===== src/rtl/stall_delay_line_pkg.sv =====
package stall_delay_line_pkg;

  localparam int SEG_DEPTH  = 16;
  localparam int SEG_ADDR_W = $clog2(SEG_DEPTH);

  // Strobes passed from control to datapath
  typedef struct packed {
    logic shiftEn;  // advance every segment on this edge
    logic maskOut;  // show zero instead of the tap
  } lineCtrl_t;

  function automatic int segCount(input int delayCyc);
    return (delayCyc + SEG_DEPTH - 1) / SEG_DEPTH;
  endfunction

  // Tap address for segment idx of a line of delayCyc cycles
  function automatic int segTap(input int delayCyc, input int idx);
    if (idx < segCount(delayCyc) - 1)
      return SEG_DEPTH - 1;
    return delayCyc - SEG_DEPTH * (segCount(delayCyc) - 1) - 1;
  endfunction

endpackage


===== src/rtl/sdl_segment.sv =====
module sdl_segment
  import stall_delay_line_pkg::*;
#(
  parameter int DATA_W = 16,
  parameter int TAP    = SEG_DEPTH - 1
) (
  input  logic              clk,
  input  logic              shiftEn,
  input  logic [DATA_W-1:0] segIn,
  output logic [DATA_W-1:0] segOut
);

  localparam logic [SEG_ADDR_W-1:0] TAP_ADDR = SEG_ADDR_W'(TAP);

  // Storage is intentionally never reset
  logic [DATA_W-1:0] stageMem [SEG_DEPTH];

  always_ff @(posedge clk) begin
    if (shiftEn) begin
      stageMem[0] <= segIn;
      for (int i = 1; i < SEG_DEPTH; i++)
        stageMem[i] <= stageMem[i-1];
    end
  end

  // Entry TAP holds the word written TAP+1 enabled edges ago
  assign segOut = stageMem[TAP_ADDR];

endmodule


===== src/rtl/sdl_ctrl.sv =====
module sdl_ctrl
  import stall_delay_line_pkg::*;
(
  input  logic      clk,
  input  logic      rst,
  input  logic      clkEn,
  output lineCtrl_t ctrl
);

  logic blankQ;

  // Output stays blank from reset until the first enabled edge after it
  always_ff @(posedge clk) begin
    if (rst)
      blankQ <= 1'b1;
    else if (clkEn)
      blankQ <= 1'b0;
  end

  always_comb begin
    ctrl.shiftEn = clkEn;
    ctrl.maskOut = blankQ;
  end

endmodule


===== src/rtl/sdl_datapath.sv =====
module sdl_datapath
  import stall_delay_line_pkg::*;
#(
  parameter int DATA_W = 16,
  parameter int DELAY  = 35
) (
  input  logic              clk,
  input  lineCtrl_t         ctrl,
  input  logic [DATA_W-1:0] dataIn,
  output logic [DATA_W-1:0] dataOut
);

  localparam int NUM_SEG = segCount(DELAY);

  generate
    if (DELAY == 0) begin : g_wire
      assign dataOut = dataIn;
    end else begin : g_chain
      logic [DATA_W-1:0] link [NUM_SEG+1];
      assign link[0] = dataIn;

      for (genvar g = 0; g < NUM_SEG; g++) begin : g_seg
        sdl_segment #(
          .DATA_W (DATA_W),
          .TAP    (segTap(DELAY, g))
        ) u_seg (
          .clk     (clk),
          .shiftEn (ctrl.shiftEn),
          .segIn   (link[g]),
          .segOut  (link[g+1])
        );
      end

      assign dataOut = ctrl.maskOut ? '0 : link[NUM_SEG];
    end
  endgenerate

endmodule


===== src/rtl/stall_delay_line.sv =====
module stall_delay_line
  import stall_delay_line_pkg::*;
#(
  parameter int DATA_W = 16,
  parameter int DELAY  = 35
) (
  input  logic              clk,
  input  logic              rst,
  input  logic              clk_en,
  input  logic [DATA_W-1:0] data_in,
  output logic [DATA_W-1:0] data_out
);

  lineCtrl_t lineCtrl;

  sdl_ctrl u_ctrl (
    .clk   (clk),
    .rst   (rst),
    .clkEn (clk_en),
    .ctrl  (lineCtrl)
  );

  sdl_datapath #(
    .DATA_W (DATA_W),
    .DELAY  (DELAY)
  ) u_dp (
    .clk     (clk),
    .ctrl    (lineCtrl),
    .dataIn  (data_in),
    .dataOut (data_out)
  );

endmodule


===== config.mk =====
export PLATFORM = sky130hd
export DESIGN_NAME = stall_delay_line
export DESIGN_NICKNAME = d
export VERILOG_FILES = /design/src/rtl/stall_delay_line_pkg.sv /design/src/rtl/sdl_segment.sv /design/src/rtl/sdl_ctrl.sv /design/src/rtl/sdl_datapath.sv /design/src/rtl/stall_delay_line.sv
export SDC_FILE = /design/constraint.sdc
export NUM_CORES = 1
export LEC_CHECK = 0
export BUFFER_PORTS_ARGS = -buffer_cell sky130_fd_sc_hd__buf_2
export CORE_AREA = 4 4 317 225
export DETAILED_ROUTE_END_ITERATION = 8
export DIE_AREA = 0 0 321 229
export PLACE_DENSITY = 0.4
export SLEW_MARGIN = 20
export SYNTH_ARGS = -nofsm -noshare
export SYNTH_HDL_FRONTEND = slang
export SYNTH_SLANG_ARGS = --single-unit

===== constraint.sdc =====
create_clock -name clk -period 1.5 [get_ports clk]
set_input_delay 0 -clock clk [delete_from_list [all_inputs] [get_ports clk]]
set_output_delay 0 -clock clk [all_outputs]
set_load 0.03 [all_outputs]

# [Yosys cells after proc, flatten, opt, wreduce, memory -nomap -nowiden]
# Memory sizes are Yosys's and may differ from the RTL's.
# Cells that the tools add are included.
[word_totals] ff_bits=1 ram_bits=768 in_bits=19 word_cells=7 memories=3
[mem_list] memory="u_dp.g_chain.g_seg[0].u_seg.stageMem" words=16 word_bits=16 rd=16 rd_clocked_by_memory_dff=0 wr=16 line="sdl_segment.sv:16" source="logic [DATA_W-1:0] stageMem [SEG_DEPTH];"
[mem_list] memory="u_dp.g_chain.g_seg[1].u_seg.stageMem" words=16 word_bits=16 rd=16 rd_clocked_by_memory_dff=0 wr=16 line="sdl_segment.sv:16"
[mem_list] memory="u_dp.g_chain.g_seg[2].u_seg.stageMem" words=16 word_bits=16 rd=15 rd_clocked_by_memory_dff=0 wr=16 line="sdl_segment.sv:16"
[op_classes] muxes=3
[ops] cell="$mux 16" count=1
[ops] cell="$mux 1" count=2

# [Longest topological paths before layout]
[depth] word_depth=2 ltp_mapped=2

# [By module]
# From an unflattened synthesis, not the netlist that was laid out.
[hier_totals] hier_cells=630 area_unflattened_um2=17366.7
[by_module_without_submodules] module="sdl_segment at u_dp.g_chain.g_seg[0].u_seg ..." n_inst=2 cells_per_inst=272 area_per_inst_um2=7807.5 seq_area_each_um2=7687.4
[by_module_without_submodules] module="sdl_segment at u_dp.g_chain.g_seg[2].u_seg" n_inst=1 cells_per_inst=64 area_per_inst_um2=1561.5 seq_area_each_um2=1441.4
[by_module_without_submodules] module="sdl_datapath" n_inst=1 cells_per_inst=17 area_per_inst_um2=143.9 seq_area_each_um2=0.0
[by_module_without_submodules] module="sdl_ctrl" n_inst=1 cells_per_inst=5 area_per_inst_um2=46.3 seq_area_each_um2=20.0

# [Worst setup path before layout]
# OpenSTA, ideal clock, no wires.
[synth_timing] path_type="flip-flop to output port" startpoint="register u_ctrl.blankQ" endpoint="output port data_out[0]" arrival_time_ps=924 required_time_ps=1500 slack_ps=576 path_stages_with_launch=3 path_buffers=1 path_cell_list="dfxtp_1 > buf_6 > nor2b_1"
[synth_via] elab_chain_len=1
[synth_lines] item="start, declared" line="sdl_ctrl.sv:10" source="logic blankQ;"
[synth_lines] item="start signal, assigned" line="sdl_ctrl.sv:15" source="blankQ <= 1'b1;"
[synth_lines] item="start signal, assigned" line="sdl_ctrl.sv:17" source="blankQ <= 1'b0;"
[synth_lines] item="$mux 16" line="sdl_datapath.sv:34" source="assign dataOut = ctrl.maskOut ? '0 : link[NUM_SEG];"
[synth_lines] item="end, declared" line="stall_delay_line.sv:11" source="output logic [DATA_W-1:0] data_out"
# Every way passes these cells.

# [Worst setup path in the final report]
[layout_timing] startpoint="register u_ctrl.blankQ" endpoint="output port data_out[13]"
# Same word-level chain as after synthesis.

==> metrics.txt <==
outcome completed; commonest non-fill, non-tap cell in the layout edfxtp_1; postcts setup bufs 0; largest net degree at the start of global routing 84; CTS clock-pin slew for the worst setup and hold paths approximately 60 ps; Final Hold Fails 0; Worst path max stage delay ~430 ps; initial antenna violation count 0; worst min-delay path class in2reg; # IOs 35; total track usage 0.0500; Post-DP HPWL about 9100 um; clock root cell clkbuf_16; TritonCTS clock tree done; Via density 3.39; crit path max fanout 17; number of remaining DRC errors 0; Final Net Count around 750; Seq cells post-synth around 560; drt pass-1 iters 4; starting density of the core 0.249; RSZ-0062 raised after global routing no; Mean Syn Cell Area roughly 29 um^2; global-route wire length before repair ~30000 um; CP cell instances and2b_1, buf_2; Yosys Warn Count 0; setup ws final about 150 ps; Max clock buf depth 3; max_slew headroom 0.696; Synth cell types 7; Setup TNS 0 ps; leakage a little under 7 nW; Place WS 431 ps; WL/cell about 11 um; H-tree depth 2; WP data arrival roughly 1400 ps; post-layout min period between 1000 and 1500 ps; die area between 0.07 and 0.08 mm^2; Slew @ Worst Pin between 400 and 500 ps; final wirelength 18400 um; Mapped Area ~0.017 mm^2; vias in the first global route 5923; clock sinks about 560; Vias 5698; post-synth net total 599; clk_skew between 10 and 15 ps; Worst R2R Path Depth 0; worst path required time approximately 1500 ps; overflow left after global routing 0; Final period util 0.900; CP Capture Type output port; num rows 80; Final Max Slew Viols 0; sequential fraction of the synthesis area 0.992; PD cells around 1600 mW/mm^2; total CTS buffers 52; Fmax between 0.7 and 0.8 GHz; commonest non-fill, non-tap cells in the layout edfxtp_1, clkbuf_16, buf_4; layout cells sized above 1 0.202; core area approximately 0.068 mm^2; P&R area growth vs syn 21.9%; crit path max-delay cell type dfxtp_4; remaining antenna violation count 0; gp weighted congestion 0.664; fill count approximately 6500; chip height about 230 um; Max VDD drop approximately 0.00098 V; Area contributors post-synth edfxtp_1, nor2b_1, and2b_1; area leader, netlist edfxtp_1; clk_lat worst skew 550 ps; Initial DRC Count approximately 410; endpoints failing setup 0; port bufs 34; # diodes 0; Horiz. Die Dim around 320 um; CP Class reg2out; share of the synthesized area in the top cell type 0.991; CP Launch Type flop; Max Cap Viol 0; Synth Instances 580; Hold Path Depth 2
-- stage by stage --
step / power [mW] / util / instances / area, um^2 / hold WS, ps
floorplan: 18.8 / - / 580 / 17000 / 86.0
CTS: 32.9 / 0.304 / 1679 / 20700 / 92.4
global placement: 19.3 / 0.276 / 1564 / 18800 / 174
detailed placement: 19.4 / 0.276 / 1564 / 18800 / 178
global route: 33.7 / 0.304 / 1679 / 20700 / 122
finish: 32.2 / 0.304 / 1679 / 20700 / 143
-- cells by family after synthesis --
logic type	count (synthesis)	share of synthesized area
DFF	561	0.992
and+or+nand+nor	16	0.00620
buffers and inverters	2	0.000885
AOI/OAI and AO/OA	1	0.000443
-- critical path: cells and delay by family (launching register included) --
kind | cells | cell delay, ps
buffers and inverters | 1 | 170
AND/OR/NAND/NOR | 1 | 200
flip-flops | 1 | 430
-- final cells by class --
| cell class | instances | area [um^2] | area share |
|---|---|---|---|
| well taps | 902 | 1130 | 0.0546 |
| inverters | 1 | 3.75 | 0.000182 |
| clock inverters | 33 | 345 | 0.0167 |
| clock buffers | 64 | 1390 | 0.0672 |
| multi-input cells | 17 | 113 | 0.00545 |
| flip-flops and latches | 561 | 16800 | 0.815 |
| repair buffers | 101 | 853 | 0.0413 |
-- registers in the layout (all words and copies together) (netlist names) --
signal and cells:
u_ctrl.blankQ 1, u_dp.g_chain.g_seg.u_seg.stageMem 560
-- routing by layer --
metal	wire length, um	track usage	part of all wire	vias up
li1	-	-	-	2685
met1	8240	0.0628	0.45	2864
met2	8390	0.0766	0.45	95
met3	1210	0.0206	0.065	54
met4	614	0.0206	0.033	0
met5	0	0	0	-
-- cells in the mapped netlist --
cell type	instances
edfxtp_1	560
a21o_1	1
nor2b_1	12
dfxtp_1	1
and2b_1	4
buf_6	1
inv_1	1
-- final timing paths --
kind | endpoint | slack [ps] | from
max | data_out[13] | 150 | u_ctrl.blankQ$_SDFFE_PP1P_
min | u_dp.g_chain.g_seg[0].u_seg.stageMem[0][5]$_DFFE_PP_ | 140 | data_in[5]
max reg2reg | u_dp.g_chain.g_seg[0].u_seg.stageMem[5][9]$_DFFE_PP_ | 830 | u_dp.g_chain.g_seg[0].u_seg.stageMem[4][25]$_DFFE_PP_
min reg2reg | u_dp.g_chain.g_seg[2].u_seg.stageMem[0][30]$_DFFE_PP_ | 410 | u_dp.g_chain.g_seg[2].u_seg.stageMem[0][14]$_DFFE_PP_
-- power by group --
group          total (mW)  internal (mW)  switching [mW]
Sequential           18.5           18.3           0.211
Clock                13.2           7.78            5.41
Combinational       0.569          0.196           0.373
-- what timing repair did --
action                                 4_1_cts  5_1_grt
hold buffers                                18        0
endpoints found under the hold margin      126        0
setup endpoints to repair                   16        4
resized for setup                            1        1
Power figures use the tool's default switching activity.
